`config.mk`:
```
export PLATFORM = sky130hd
export DESIGN_NAME = mux_ad_rd_ctrl
export DESIGN_NICKNAME = d
export VERILOG_FILES = /design/src/rtl/mad_pkg.sv /design/src/rtl/mad_seq.sv /design/src/rtl/mad_strobe.sv /design/src/rtl/mad_capture.sv /design/src/rtl/mux_ad_rd_ctrl.sv
export SDC_FILE = /design/constraint.sdc
export NUM_CORES = 1
export LEC_CHECK = 0
export CAP_MARGIN = 10
export CORE_AREA = 4 4 110 112
export DETAILED_ROUTE_END_ITERATION = 16
export DIE_AREA = 0 0 114 116
export HOLD_SLACK_MARGIN = 0.15
export PLACE_DENSITY = 0.79
export SLEW_MARGIN = 20
export SYNTH_ARGS = -nofsm -noshare
export SYNTH_HDL_FRONTEND = slang
export SYNTH_SLANG_ARGS = --single-unit
```
`constraint.sdc`:
```
create_clock -name clk_i -period 2.9 [get_ports clk_i]
set_clock_uncertainty 0.2 [all_clocks]
set_input_delay 0.435 -clock clk_i [delete_from_list [all_inputs] [get_ports clk_i]]
set_output_delay 0.435 -clock clk_i [all_outputs]
set_load 0.01 [all_outputs]
```
`src/rtl/mad_pkg.sv`:
```
package mad_pkg;

    // number of timed strobes and their slots in the strobe arrays
    localparam int NSTRB = 3;
    localparam int S_CS  = 0;
    localparam int S_ADV = 1;
    localparam int S_OE  = 2;

    // a strobe window is usable when it opens before it closes and
    // closes no later than the last tick of the cycle
    function automatic logic win_ok(input int unsigned on_t,
                                    input int unsigned off_t,
                                    input int unsigned last_t);
        return (on_t < off_t) && (off_t <= last_t);
    endfunction

    // the capture tick must fall inside the cycle
    function automatic logic tick_in(input int unsigned t,
                                     input int unsigned last_t);
        return t <= last_t;
    endfunction

endpackage

```
`src/rtl/mad_seq.sv`:
```
module mad_seq #(
    parameter int TW = 5
) (
    input  logic          clk_i,
    input  logic          rst_ni,
    input  logic          req_i,
    input  logic [TW-1:0] cyc_i,
    output logic          accept_o,
    output logic          busy_o,
    output logic [TW-1:0] tick_o,
    output logic          done_o
);

    typedef struct packed {
        logic          busy;
        logic [TW-1:0] tick;
        logic [TW-1:0] last;
        logic          done;
    } seq_st_t;

    localparam seq_st_t SEQ_RST = '{busy: 1'b0, tick: '0, last: '0, done: 1'b0};

    seq_st_t seq_d, seq_q;

    assign accept_o = req_i && !seq_q.busy;

    always_comb begin
        seq_d      = seq_q;
        seq_d.done = 1'b0;
        if (seq_q.busy) begin
            if (seq_q.tick == seq_q.last) begin
                seq_d.busy = 1'b0;
                seq_d.done = 1'b1;
            end else begin
                seq_d.tick = seq_q.tick + TW'(1);
            end
        end else if (accept_o) begin
            seq_d.busy = 1'b1;
            seq_d.tick = '0;
            seq_d.last = cyc_i;
        end
    end

    always_ff @(posedge clk_i or negedge rst_ni) begin
        if (!rst_ni) seq_q <= SEQ_RST;
        else         seq_q <= seq_d;
    end

    assign busy_o = seq_q.busy;
    assign tick_o = seq_q.tick;
    assign done_o = seq_q.done;


    done_pulse_chk: assert property (@(posedge clk_i) disable iff (!rst_ni)
        done_o |=> !done_o);


    tick_step_chk: assert property (@(posedge clk_i) disable iff (!rst_ni)
        (seq_q.busy && (seq_q.tick != seq_q.last))
        |=> (seq_q.busy && (seq_q.tick == $past(seq_q.tick) + TW'(1))));


    end_done_chk: assert property (@(posedge clk_i) disable iff (!rst_ni)
        $fell(busy_o) |-> done_o);

endmodule

```
`src/rtl/mad_strobe.sv`:
```
module mad_strobe #(
    parameter int TW = 5
) (
    input  logic          clk_i,
    input  logic          rst_ni,
    input  logic          accept_i,
    input  logic [TW-1:0] on_i,
    input  logic [TW-1:0] off_i,
    input  logic [TW-1:0] cyc_i,
    input  logic          busy_i,
    input  logic [TW-1:0] tick_i,
    output logic          active_o,
    output logic          bad_o
);

    typedef struct packed {
        logic [TW-1:0] on_t;
        logic [TW-1:0] off_t;
        logic          ok;
    } stb_st_t;

    localparam stb_st_t STB_RST = '{on_t: '0, off_t: '0, ok: 1'b1};

    stb_st_t stb_d, stb_q;

    always_comb begin
        stb_d = stb_q;
        if (accept_i) begin
            stb_d.on_t  = on_i;
            stb_d.off_t = off_i;
            stb_d.ok    = mad_pkg::win_ok(32'(on_i), 32'(off_i), 32'(cyc_i));
        end
    end

    always_ff @(posedge clk_i or negedge rst_ni) begin
        if (!rst_ni) stb_q <= STB_RST;
        else         stb_q <= stb_d;
    end

    assign active_o = busy_i && stb_q.ok
                   && (tick_i >= stb_q.on_t) && (tick_i < stb_q.off_t);
    assign bad_o    = !stb_q.ok;


    bad_quiet_chk: assert property (@(posedge clk_i) disable iff (!rst_ni)
        bad_o |-> !active_o);


    active_in_cycle_chk: assert property (@(posedge clk_i) disable iff (!rst_ni)
        active_o |-> busy_i);

endmodule

```
`src/rtl/mad_capture.sv`:
```
module mad_capture #(
    parameter int TW = 5,
    parameter int DW = 16
) (
    input  logic          clk_i,
    input  logic          rst_ni,
    input  logic          accept_i,
    input  logic [TW-1:0] acc_i,
    input  logic [TW-1:0] cyc_i,
    input  logic          busy_i,
    input  logic [TW-1:0] tick_i,
    input  logic [DW-1:0] ad_i,
    output logic [DW-1:0] data_o,
    output logic          bad_o
);

    typedef struct packed {
        logic [TW-1:0] acc;
        logic          ok;
        logic [DW-1:0] data;
    } cap_st_t;

    localparam cap_st_t CAP_RST = '{acc: '0, ok: 1'b1, data: '0};

    cap_st_t cap_d, cap_q;
    logic    sample;

    assign sample = busy_i && cap_q.ok && (tick_i == cap_q.acc);

    always_comb begin
        cap_d = cap_q;
        if (accept_i) begin
            cap_d.acc  = acc_i;
            cap_d.ok   = mad_pkg::tick_in(32'(acc_i), 32'(cyc_i));
            cap_d.data = '0;
        end else if (sample) begin
            cap_d.data = ad_i;
        end
    end

    always_ff @(posedge clk_i or negedge rst_ni) begin
        if (!rst_ni) cap_q <= CAP_RST;
        else         cap_q <= cap_d;
    end

    assign data_o = cap_q.data;
    assign bad_o  = !cap_q.ok;


    data_hold_chk: assert property (@(posedge clk_i) disable iff (!rst_ni)
        (!accept_i && !(busy_i && (tick_i == cap_q.acc))) |=> $stable(data_o));

endmodule

```
`src/rtl/mux_ad_rd_ctrl.sv`:
```
module mux_ad_rd_ctrl #(
    parameter int AW  = 27,
    parameter int DW  = 16,
    parameter int BEW = 2,
    parameter int ONW = 4,
    parameter int TW  = 5
) (
    input  logic                clk_i,
    input  logic                rst_ni,
    input  logic                req_i,
    input  logic [AW-1:1]       addr_i,
    input  logic [BEW-1:0]      be_n_i,
    input  logic [ONW-1:0]      cs_on_i,
    input  logic [TW-1:0]       cs_off_i,
    input  logic [ONW-1:0]      adv_on_i,
    input  logic [TW-1:0]       adv_off_i,
    input  logic [ONW-1:0]      oe_on_i,
    input  logic [TW-1:0]       oe_off_i,
    input  logic [TW-1:0]       acc_i,
    input  logic [TW-1:0]       cyc_i,
    input  logic [DW-1:0]       ad_i,
    output logic [DW-1:0]       ad_o,
    output logic                ad_oe_o,
    output logic                dir_o,
    output logic [AW-DW-2:0]    addr_hi_o,
    output logic [BEW-1:0]      be_n_o,
    output logic                cs_n_o,
    output logic                adv_n_o,
    output logic                oe_n_o,
    output logic                busy_o,
    output logic                done_o,
    output logic [DW-1:0]       rdata_o,
    output logic                err_o
);

    import mad_pkg::*;

    localparam int HW = AW - DW - 1;

    typedef struct packed {
        logic [DW-1:0]  lo;
        logic [HW-1:0]  hi;
        logic [BEW-1:0] be_n;
        logic           rel;
    } hold_t;

    localparam hold_t HOLD_RST = '{lo: '0, hi: '0, be_n: '1, rel: 1'b0};

    logic                accept;
    logic                busy;
    logic                done;
    logic [TW-1:0]       tick;
    logic [TW-1:0]       on_a  [NSTRB];
    logic [TW-1:0]       off_a [NSTRB];
    logic [NSTRB-1:0]    act;
    logic [NSTRB-1:0]    bad;
    logic                acc_bad;
    logic [DW-1:0]       cap_data;
    hold_t               hold_d, hold_q;

    assign on_a[S_CS]   = TW'(cs_on_i);
    assign off_a[S_CS]  = cs_off_i;
    assign on_a[S_ADV]  = TW'(adv_on_i);
    assign off_a[S_ADV] = adv_off_i;
    assign on_a[S_OE]   = TW'(oe_on_i);
    assign off_a[S_OE]  = oe_off_i;

    mad_seq #(.TW(TW)) u_seq (
        .clk_i    (clk_i),
        .rst_ni   (rst_ni),
        .req_i    (req_i),
        .cyc_i    (cyc_i),
        .accept_o (accept),
        .busy_o   (busy),
        .tick_o   (tick),
        .done_o   (done)
    );

    for (genvar g = 0; g < NSTRB; g++) begin : g_stb
        mad_strobe #(.TW(TW)) u_stb (
            .clk_i    (clk_i),
            .rst_ni   (rst_ni),
            .accept_i (accept),
            .on_i     (on_a[g]),
            .off_i    (off_a[g]),
            .cyc_i    (cyc_i),
            .busy_i   (busy),
            .tick_i   (tick),
            .active_o (act[g]),
            .bad_o    (bad[g])
        );
    end

    mad_capture #(.TW(TW), .DW(DW)) u_cap (
        .clk_i    (clk_i),
        .rst_ni   (rst_ni),
        .accept_i (accept),
        .acc_i    (acc_i),
        .cyc_i    (cyc_i),
        .busy_i   (busy),
        .tick_i   (tick),
        .ad_i     (ad_i),
        .data_o   (cap_data),
        .bad_o    (acc_bad)
    );

    // address hold and bus release tracking
    always_comb begin
        hold_d = hold_q;
        if (accept) begin
            hold_d.lo   = addr_i[DW:1];
            hold_d.hi   = addr_i[AW-1:DW+1];
            hold_d.be_n = be_n_i;
            hold_d.rel  = 1'b0;
        end else if (busy && act[S_OE]) begin
            hold_d.rel  = 1'b1;
        end
    end

    always_ff @(posedge clk_i or negedge rst_ni) begin
        if (!rst_ni) hold_q <= HOLD_RST;
        else         hold_q <= hold_d;
    end

    assign ad_o      = hold_q.lo;
    assign ad_oe_o   = busy && !hold_q.rel && !act[S_OE];
    assign dir_o     = ad_oe_o;
    assign addr_hi_o = hold_q.hi;
    assign be_n_o    = busy ? hold_q.be_n : '1;
    assign cs_n_o    = !act[S_CS];
    assign adv_n_o   = !act[S_ADV];
    assign oe_n_o    = !act[S_OE];
    assign busy_o    = busy;
    assign done_o    = done;
    assign rdata_o   = cap_data;
    assign err_o     = (|bad) || acc_bad;


    no_fight_chk: assert property (@(posedge clk_i) disable iff (!rst_ni)
        ad_oe_o |-> oe_n_o);


    no_redrive_chk: assert property (@(posedge clk_i) disable iff (!rst_ni)
        (busy_o && $past(busy_o) && !$past(ad_oe_o)) |-> !ad_oe_o);


    hold_stable_chk: assert property (@(posedge clk_i) disable iff (!rst_ni)
        (busy_o && $past(busy_o)) |-> ($stable(addr_hi_o) && $stable(be_n_o)));

endmodule

```
# Word level (Yosys, flattened, before mapping)
# Cells that the tools add are included.
op_classes:
  addsub: 1
  n_lt_le_gt_ge: 13
  eq_ne: 3
  n_mux: 11
  n_bitwise: 1
  reduce_logical: 34
ops:
  columns: ["op", "count"]
  rows:
  - ["2-to-1 mux 16 bit", 2]
  - ["less-or-equal comparator 5 bit", 4]
  - ["logical AND 1 bit", 18]
  - [">= comparator 5 x 4 -> 1 bit", 3]
  - ["< comparator 4 x 5 -> 1 bit", 3]
  - ["< comparator 5 bit", 3]
  - ["2-to-1 mux 11 bit", 1]
  - ["== test 5 bit", 2]
  - ["logical NOT 1 bit", 9]
  - ["2-to-1 mux 6 bit", 1]
  - ["nonzero test 2 bit", 3]
  - ["adder 5 x 1 -> 5 bit (second input constant)", 1]
  - ["2-to-1 mux 1 bit", 5]
  - ["2-to-1 mux 5 bit", 1]
  - ["AND reduction 2 bit", 2]
  - ["OR reduction 3 bit", 1]
  - ["2-to-1 mux 2 bit", 1]
  - ["!= test 2 bit (second input constant)", 1]
  - ["logical OR 1 bit", 1]
  - ["inverter 1 bit", 1]
word_totals:
  ff_bits: 93
  input_bits: 84
  wordCells: 83

# Depth between registers and ports, before layout
# Gate-level depths: netlist of run 1.
depth:
  word_depth: 6
  mapped_depth: 9
  depth_no_buf: 7

# Cells and area by module
# Synthesis of run 1 repeated with hierarchy kept, for this count alone.
hier_totals:
  cells_unflattened: 581
  area_unflattened_um2: 5931.9
by_module_without_submodules:
  columns: ["module", "n_inst", "cells_per_inst", "area_each_um2", "seq_area_each_um2"]
  rows:
  - ["mad_strobe at g_stb[1].u_stb ...", 2, 95, 839.6, 276.5]
  - ["mux_ad_rd_ctrl", 1, 97, 1358.8, 728.2]
  - ["mad_capture", 1, 129, 1348.8, 551.8]
  - ["mad_strobe at g_stb[0].u_stb", 1, 96, 852.1, 276.5]
  - ["mad_seq", 1, 69, 693.2, 300.3]

# Worst setup path before layout of run 1
# No wires, ideal clock.
synth_path:
  kind: "register to output"
  start: "reg u_seq.seq_q, in the netlist u_seq.tick_o[0]"
  end: "out dir_o"
  t_arrival_ns: 1.844
  path_slack_ns: 0.421
  stages_incl_launch_ff: 10
  path_buffers: 2
  cell_sequence: "dfrtp_1 > buf_6 > inv_1 > ha_1 > nand2b_1 > a211oi_1 > o21ai_0 > a31oi_1 > and2_1 > buf_4"
synth_between:
  elab_chain_cells: 5
  elab_cells_between_ends: 6
  cone_classes: "order compare: 2; reduce/logical: 4"
synth_rtl:
  columns: ["item", "line", "rtl"]
  rows:
  - ["from (decl)", "mad_seq.sv:23", "seq_st_t seq_d, seq_q;"]
  - ["from (signal assigned)", "mad_seq.sv:46", "else seq_q <= seq_d;"]
  - [">= comparator 5 x 4 -> 1 bit", "mad_strobe.sv:41", "&& (tick_i >= stb_q.on_t) && (tick_i < stb_q.off_t);"]
  - ["logical AND 1 bit", "mad_strobe.sv:41", null]
  - ["logical AND 1 bit *", "mad_strobe.sv:41", null]
  - ["logical NOT 1 bit *", "mux_ad_rd_ctrl.sv:126", "assign ad_oe_o = busy && !hold_q.rel && !act[S_OE];"]
  - ["logical AND 1 bit *", "mux_ad_rd_ctrl.sv:126", null]
  - ["to (decl)", "mux_ad_rd_ctrl.sv:24", "output logic dir_o,"]
# Mark *: on every way between the ends. The rest lies on a longest branch, timed or not.

# Final worst setup path of run 1
layout_path:
  start: "reg u_seq.seq_q, in the netlist u_seq.tick_o[0]"
  end: "out cs_n_o"
layout_between:
  elab_chain_cells: 4
  elab_cells_between_ends: 5
  cone_classes: "order compare: 2; reduce/logical: 3"
layout_rtl:
  columns: ["item", "line", "rtl"]
  rows:
  - [">= comparator 5 x 4 -> 1 bit", "mad_strobe.sv:41", null]
  - ["logical AND 1 bit", "mad_strobe.sv:41", null]
  - ["logical AND 1 bit *", "mad_strobe.sv:41", null]
  - ["logical NOT 1 bit *", "mux_ad_rd_ctrl.sv:130", "assign cs_n_o = !act[S_CS];"]
  - ["to (decl)", "mux_ad_rd_ctrl.sv:27", "output logic cs_n_o,"]
# Marked as above.

==> flow_metrics.tcl, run 1 <==
set metrics [dict create \
    root_buffer "clkbuf_16" \
    grt_max_degree 59 \
    crit_type "flop to output port" \
    drtIter0Drc 219 \
    clock.fmax_mhz 347 \
    io_pins 136 \
    finalPower_mw 6.98 \
    tritoncts "built" \
    async_flop_share 1.00 \
    ctsLongestPathBuffers 2 \
    crit_chain "inv_2 > buf_6 > ha_4 > nand2b_4 > a21o_1 > a21o_1 > a211oi_1 > or4_1 > buf_2" \
    synthDistinctLibCells 38 \
    powerDensity_mw_per_mm2 1000 \
    utilization 0.623 \
    port_buffers 135 \
    placed_area_mm2 0.00665 \
    syn_inst 601 \
    worstHoldPathType "flop to flop" \
    wirelength_um 13500 \
    reg2reg_slack_ns 0.68 \
    synth_edf_count 0 \
    drv_cap 0 \
    grt_pass1_vias 4601 \
    place_inst 826 \
    reg2regPathDepth 8 \
    slew_viol_final 0 \
    synth_top_area_cell "dfrtp_1" \
    r2r_start "u_seq.tick_o[0]" \
    overflow 0 \
    fillCellCount 955 \
    wl_per_cell_um 16.0 \
    pre_cts_ws_ns 0.0559 \
    cp_data_required_time_ns 2.27 \
    clkSlewWorstSetupHoldPaths_ns 0.06 \
    antenna_found_initial 0 \
    synth_warnings 0 \
    synthTopCellsByCount "nand2_1, dfrtp_1, inv_1, ha_1, o21ai_0" \
    fin_ws_ns 0.0173 \
    grt.total_usage 0.207 \
    critical_path.startpoint_type "flop" \
    grt_first_pass_wirelength_um 21900 \
    path_common_cell "a21o_1" \
    fin_nets 834 \
    yosys-top-cells-area "dfrtp_1, ha_1, nand2_1" \
    setup-tns-final_ns 0 \
    insertion_delay_ns 0.34 \
    via_count 4293 \
    critPathArrivalTime_ns 2.25 \
    diodes 0 \
    rsz0062_at_grt "true" \
    worst_slew_pin_slew_ns 0.706 \
    synthesis.area_mm2 0.00543 \
    die_area_mm2 0.0132 \
    initial_core_util 0.484 \
    die_h_um 116 \
    status "complete, no violations" \
    drive_above_1_share 0.113 \
    cts_num_sinks 93 \
    h-tree-depth 3 \
    synth_seq_cells 93 \
    whs_ns 0.258 \
    cp-end-kind "output port" \
    cts_buffers 9 \
    core_region_area_mm2 0.0112 \
    min_period_ns 2.88 \
    hold_viol 0 \
    synth_nets 739 \
    drc 0 \
    gp_congestion 0.849 \
    crit_path_top_delay_cell "or4_1" \
    critPathLaunch "u_seq.tick_o[0]" \
    cpPeakStageDelay_ns 0.55 \
    synth_top_area_share 0.401 \
    max-slew-margin-rel 0.529 \
    r2r_end "u_cap.data_o[14]" \
    seq_area_frac_synth 0.430 \
    setup_violations 0 \
    ir_drop_mv 0.461 \
    fin_crit_sh 0.994 \
    area_growth_pct 28.6 \
    viasPerCell 5.09 \
    critPathMaxFanout 4 \
    yosysMostFrequentCell "nand2_1" \
    fin_area_mm2 0.00699 \
    hpwl_um 9980 \
    synth_ff_type "dfrtp_1" \
    syn_area_per_cell_um2 9.04 \
    crit_path_end "cs_n_o" \
    leakage_nw 3.39 \
    rows 39 \
    chipWidth_um 114 \
    final_antenna_net_count 0 \
    final_cells 844 \
    detail_route.first_pass.iterations 4 \
]
[layer usage]
metal / part of all wire / vias to the layer above / track usage
li1: - / 2108 / -
met1: 0.42 / 2058 / 0.263
met2: 0.52 / 102 / 0.360
met3: 0.040 / 25 / 0.0282
met4: 0.021 / 0 / 0.0816
met5: 0 / - / 0
[flip-flops by register name, indices dropped and copies added (netlist names), 3 cells and up]
signal             cells
ad_o                  16
hold_q                 3
g_stb.u_stb.stb_q     30
u_seq.tick_o           5
u_seq.seq_q            5
u_cap.data_o          16
addr_hi_o             10
u_cap.cap_q            6
[worst min path at each step]
| stage | start | end | slack [ns] | cells past startpoint |
|---|---|---|---|---|
| finish | hold_q[2] | hold_q[2] | 0.26 | 2 |
| global route | hold_q[2] | hold_q[2] | 0.27 | 2 |
| CTS | hold_q[2] | hold_q[2] | 0.26 | 2 |
| detailed placement | hold_q[2] | hold_q[2] | 0.25 | 2 |
| global placement | hold_q[1] | hold_q[1] | 0.24 | 2 |
| floorplan | rst_ni | ad_o[0] | -0.06 | 0 |
[cell usage in the layout (no fill, tap or decap), types with 3 or more instances in the layout]
| master | count |
|---|---|
| a211oi_1 | 7 |
| a21oi_1 | 10 |
| o21ai_0 | 46 |
| xor2_1 | 4 |
| dfrtp_1 | 87 |
| clkdlybuf4s50_1 | 130 |
| nand2_1 | 145 |
| ha_1 | 53 |
| nand2b_1 | 7 |
| buf_4 | 12 |
| o211ai_1 | 4 |
| nor2_1 | 18 |
| clkbuf_8 | 3 |
| nand3_2 | 14 |
| nand3_1 | 7 |
| buf_12 | 3 |
| clkbuf_16 | 9 |
| o21ai_2 | 16 |
| o22ai_1 | 3 |
| a21o_1 | 8 |
| nor2b_1 | 4 |
| clkbuf_2 | 3 |
| dfstp_2 | 6 |
| nand4_1 | 5 |
| xnor2_1 | 7 |
| inv_1 | 58 |
[kinds of logic (layout without fill, tap and decap cells)]
kind of cell    after synthesis  in the layout  synth area share
flops                        93             93             0.430
fa+ha+maj                    54             54             0.124
buf+inv                     126            226             0.127
compound gates              103            103             0.119
xor+xnor                     11             11            0.0177
mux                           1              1           0.00184
simple gates                213            213             0.181
[final cells by class]
type	count	area, µm²	share of cell area
multi-input combinational	382	2450	0.350
clock inverter	3	42.5	0.00609
sequential	93	2330	0.334
clock buffer	13	270	0.0387
tap	143	179	0.0256
timing repair buffer	151	1490	0.214
inverter	59	221	0.0317
[power breakdown]
part	switching (mW)	leakage, nW	total [mW]	internal, mW
logic	1.67	2.09	3.35	1.68
registers	0.429	1.15	2.41	1.98
clock network	0.483	0.152	1.22	0.738
[critical path: cells and delay by family (launching register included)]
family                     cells  cell delay (ns)
adders and majority gates      1             0.25
buffers and inverters          3             0.33
DFF                            1             0.37
and+or+nand+nor                2             0.65
AOI/OAI and AO/OA              3             0.31
[repair_timing]
item | CTS | global route
endpoints found under the hold margin | 49 | 0
gates resized for setup | 9 | 10
pin swaps | 1 | 3
setup buffers | 0 | 1
hold buffers | 1 | 0
setup endpoints to repair | 4 | 5
Note: power is estimated with default switching activity, not from simulation.
==> inputs of run 2 (changes only) <==
- MAX_ROUTING_LAYER: not set -> met4
==> flow_metrics.tcl, run 2 (same netlist as run 1, synthesis figures left out) <==
set metrics [dict create \
    drive_above_1_share 0.119 \
    fillCellCount 946 \
    insertion_delay_ns 0.34 \
    powerDensity_mw_per_mm2 998 \
    p_sw_mw 2.56 \
    grt_max_degree 59 \
    rows 39 \
    antenna_found_initial 0 \
    cp-end-kind "output port" \
    setup_violations 0 \
    root_buffer "clkbuf_16" \
    ctsLongestPathBuffers 2 \
    hp-start "hold_q[1]" \
    setup-tns-final_ns 0 \
    die_h_um 116 \
    final_common_cell "nand2_1" \
    seqCellArea_mm2 0.00234 \
    hold_end "hold_q[1]" \
    p_sw_frac 0.366 \
    multi_input_area_mm2 0.00246 \
    fin_crit_sh 0.968 \
    utilization 0.623 \
    tritoncts "built" \
    clock.fmax_mhz 356 \
    grt.total_usage 0.214 \
    ir_drop_mv 0.426 \
    detail_route.first_pass.iterations 5 \
    whs_ns 0.262 \
    cts_num_sinks 93 \
    reg2reg_slack_ns 0.74 \
    h-tree-depth 3 \
    min_path_cells 2 \
    diodes 0 \
    fin_nets 833 \
    initial_core_util 0.484 \
    status "complete, no violations" \
    rsz0062_at_grt "true" \
    drv_cap 0 \
    seqPwrFrac 0.344 \
    critPathMaxFanout 4 \
    via_count 4274 \
    fin_area_mm2 0.00700 \
    critical_path.startpoint_type "flop" \
    leakage_nw 3.39 \
    slew_viol_final 0 \
    wl_per_cell_um 15.6 \
    grt_first_pass_wirelength_um 21600 \
    hold_viol 0 \
    core_region_area_mm2 0.0112 \
    die_area_mm2 0.0132 \
    max-slew-margin-rel 0.536 \
    largest_reg_flops 30 \
    worst_slew_pin_slew_ns 0.697 \
    mostFrequentLayoutCells "nand2_1, clkdlybuf4s50_1, dfrtp_1, inv_1, ha_1" \
    gp_congestion 0.863 \
    port_buffers 135 \
    r2r_end "u_cap.data_o[0]" \
    critPathArrivalTime_ns 2.17 \
    chipWidth_um 114 \
    drtIter0Drc 262 \
    grt_pass1_vias 4456 \
    clkSlewWorstSetupHoldPaths_ns 0.06 \
    io_pins 136 \
    final_antenna_net_count 0 \
    area_growth_pct 28.8 \
    placed_area_mm2 0.00665 \
    hpwl_um 9740 \
    regMostFlops "g_stb.u_stb.stb_q" \
    crit_type "flop to output port" \
    overflow 0 \
    reg2regPathDepth 7 \
    wirelength_um 13200 \
    r2r_start "u_seq.tick_o[3]" \
    p_int_mw 4.42 \
    power_frac_comb 0.479 \
    clockPowerShare 0.177 \
    cts_buffers 9 \
    viasPerCell 5.07 \
    finalPower_mw 6.98 \
    min_period_ns 2.81 \
    cp_data_required_time_ns 2.27 \
    drc 0 \
    worstHoldPathType "flop to flop" \
]
run 2: changes by cell type in the layout (fill, tap and decap cells not counted), moves of 2 or more:
cell	change
dfrtp_1	-2
clkbuf_8	-3
dfrtp_2	+2
clkinv_2	+2
run 2: through the flow:
step / setup slack (ns) / instances
final: 0.0930 / 843
after global routing: -0.00464 / 843
after CTS: 0.00658 / 843
after detailed placement: 0.0426 / 826
after global placement: 0.109 / 826
after floorplan: 0.421 / 601
run 2: cell type report:
class                      count  area share
clock inverter                 5      0.0107
sequential                    93       0.334
timing repair buffer         150       0.213
multi-input combinational    382       0.352
clock buffer                  11      0.0333
inverter                      59      0.0317
tap                          143      0.0256
run 2: power by group through the flow:
stage	clock network, mW	registers [mW]	logic, mW
2_1_floorplan	0	2.31	2.30
3_3_place_gp	0	2.38	3.17
3_5_place_dp	0	2.41	3.31
4_1_cts	1.26	2.40	3.33
5_1_grt	1.32	2.49	3.78
6_report	1.24	2.40	3.34
run 2: critical path, cell delays in order (launching register included):
cell      delay, ns
dfrtp_1        0.36
inv_2          0.05
buf_6          0.12
ha_4           0.25
nand2b_4       0.10
a21o_1         0.10
a21o_1         0.10
a211oi_1       0.05
or4_1          0.54
buf_2          0.16
run 2: worst max path at each step:
stage | from | end
2_1_floorplan | u_seq.tick_o[0] | dir_o
3_3_place_gp | u_seq.tick_o[0] | ad_oe_o
3_5_place_dp | u_seq.tick_o[0] | dir_o
4_1_cts | u_seq.tick_o[0] | cs_n_o
5_1_grt | u_seq.tick_o[0] | cs_n_o
6_report | u_seq.tick_o[0] | cs_n_o
run 2: routing by layer:
| layer | up-vias | track usage | share of wire |
|---|---|---|---|
| met5 | - | - | 0 |
| met4 | 0 | 0.0847 | 0.016 |
| met3 | 19 | 0.0277 | 0.052 |
| met2 | 122 | 0.356 | 0.52 |
| met1 | 2029 | 0.265 | 0.42 |
| li1 | 2104 | - | - |
run 2: timing repair:
item / CTS / global route
buffers inserted: 0 / 0
pin swaps: 1 / 4
hold buffers: 1 / 0
gates resized for setup: 9 / 17
endpoints found under the hold margin: 49 / 0
setup endpoints to repair: 5 / 5
==> inputs of run 3 (changes only) <==
- SKIP_CTS_REPAIR_TIMING: not set -> 1
==> flow_metrics.tcl, run 3 (same netlist as run 1, synthesis figures left out) <==
set metrics [dict create \
    cp_data_required_time_ns 2.27 \
    port_buffers 135 \
    area_growth_pct 28.3 \
    insertion_delay_ns 0.34 \
    hpwl_um 9740 \
    crit_path_top_delay_cell "or4_1" \
    hp-start "hold_q[1]" \
    fin_nets 833 \
    critPathTopFamily "simple AND/OR/NAND/NOR gates" \
    overflow 0 \
    h-tree-depth 3 \
    slew_viol_final 0 \
    pre_cts_ws_ns 0.0426 \
    hold_viol 0 \
    drtIter0Drc 248 \
    ctsLongestPathBuffers 2 \
    cts_num_sinks 93 \
    drive_above_1_share 0.107 \
    die_h_um 116 \
    io_pins 136 \
    critPathArrivalTime_ns 2.15 \
    setup_violations 0 \
    viasPerCell 5.05 \
    min_period_ns 2.79 \
    r2r_start "u_seq.tick_o[3]" \
    crit_type "flop to output port" \
    powerDensity_mw_per_mm2 991 \
    die_area_mm2 0.0132 \
    reg2reg_slack_ns 0.74 \
    cts_buffers 9 \
    grt_pass1_vias 4449 \
    rsz0062_at_grt "false" \
    drc 0 \
    finalPower_mw 6.91 \
    gp_congestion 0.863 \
    worstHoldPathType "flop to flop" \
    wl_per_cell_um 15.6 \
    critPathMaxFanout 4 \
    largest_reg_flops 30 \
    fin_crit_sh 0.961 \
    critical_path.startpoint_type "flop" \
    fillCellCount 951 \
    worst-path-buf-inv 3 \
    final_common_cell "nand2_1" \
    initial_core_util 0.484 \
    cpPeakStageDelay_ns 0.49 \
    worst_slew_pin_slew_ns 0.689 \
    core_region_area_mm2 0.0112 \
    drv_cap 0 \
    clock.fmax_mhz 359 \
    final_antenna_net_count 0 \
    diodes 0 \
    mostFrequentLayoutCells "nand2_1, clkdlybuf4s50_1, dfrtp_1, inv_1, ha_1" \
    crit_chain "inv_1 > buf_4 > ha_1 > nand2b_1 > a21o_1 > a21o_1 > a211oi_1 > or4_1 > clkbuf_2" \
    max-slew-margin-rel 0.541 \
    detail_route.first_pass.iterations 4 \
    fin_ws_ns 0.113 \
    wirelength_um 13100 \
    ir_drop_mv 0.426 \
    reg2regPathDepth 7 \
    antenna_found_initial 0 \
    tritoncts "built" \
    hold_end "hold_q[1]" \
    rows 39 \
    status "complete, no violations" \
    regMostFlops "g_stb.u_stb.stb_q" \
    chipWidth_um 114 \
    via_count 4256 \
    grt_max_degree 59 \
    root_buffer "clkbuf_16" \
    grt.total_usage 0.214 \
    cp-end-kind "output port" \
    min_path_cells 2 \
    leakage_nw 3.42 \
    grt_first_pass_wirelength_um 21600 \
    clkSlewWorstSetupHoldPaths_ns 0.06 \
    r2r_end "u_cap.data_o[0]" \
    path_common_cell "a21o_1" \
]
run 3: through the flow:
stage	utilization	cells	setup TNS [ns]	instance area [µm²]	hold slack, ns
after floorplan	-	601	0	5430	-0.0606
after global placement	0.592	826	0	6650	0.244
after detailed placement	0.592	826	0	6650	0.254
after CTS	0.620	842	-1.27	6960	-0.0428
after global routing	0.621	843	0	6970	0.285
final	0.621	843	0	6970	0.264
run 3: worst max-delay path by stage:
stage               startpoint      end  slack [ns]  depth (start not counted)
2_1_floorplan  u_seq.tick_o[0]    dir_o        0.42                          9
3_3_place_gp   u_seq.tick_o[0]  ad_oe_o        0.11                          8
3_5_place_dp   u_seq.tick_o[0]    dir_o        0.04                          8
4_1_cts        u_seq.tick_o[0]    dir_o       -0.36                          8
5_1_grt        u_seq.tick_o[0]   cs_n_o      0.0002                          9
6_report       u_seq.tick_o[0]   cs_n_o        0.11                          9
run 3: area by class of cell:
type	instances	area [µm²]	share of cell area
Inverter	59	221	0.0318
Tap cell	143	179	0.0257
Clock inverter	5	75.1	0.0108
Multi-Input combinational cell	382	2430	0.348
Sequential cell	93	2340	0.335
Timing Repair Buffer	150	1500	0.215
Clock buffer	11	233	0.0334
run 3: report_power, final:
| group | internal (mW) | total [mW] | switching, mW | leakage (nW) |
|---|---|---|---|---|
| Sequential | 1.99 | 2.39 | 0.408 | 1.15 |
| Clock | 0.751 | 1.23 | 0.481 | 0.153 |
| Combinational | 1.66 | 3.28 | 1.63 | 2.12 |
| Total | 4.39 | 6.91 | 2.52 | 3.42 |
run 3: worst min-delay path, stage by stage, from the launching register on:
cell and delay (ns):
dfstp_2 0.36, nand2_1 0.05, nand2_1 0.05
run 3: per-layer routing:
metal | vias to the layer above | wire length (µm) | global-route usage
li1 | 2104 | - | -
met1 | 2028 | 5490 | 0.266
met2 | 105 | 6720 | 0.355
met3 | 19 | 672 | 0.0277
met4 | 0 | 243 | 0.0847
met5 | - | 0 | -
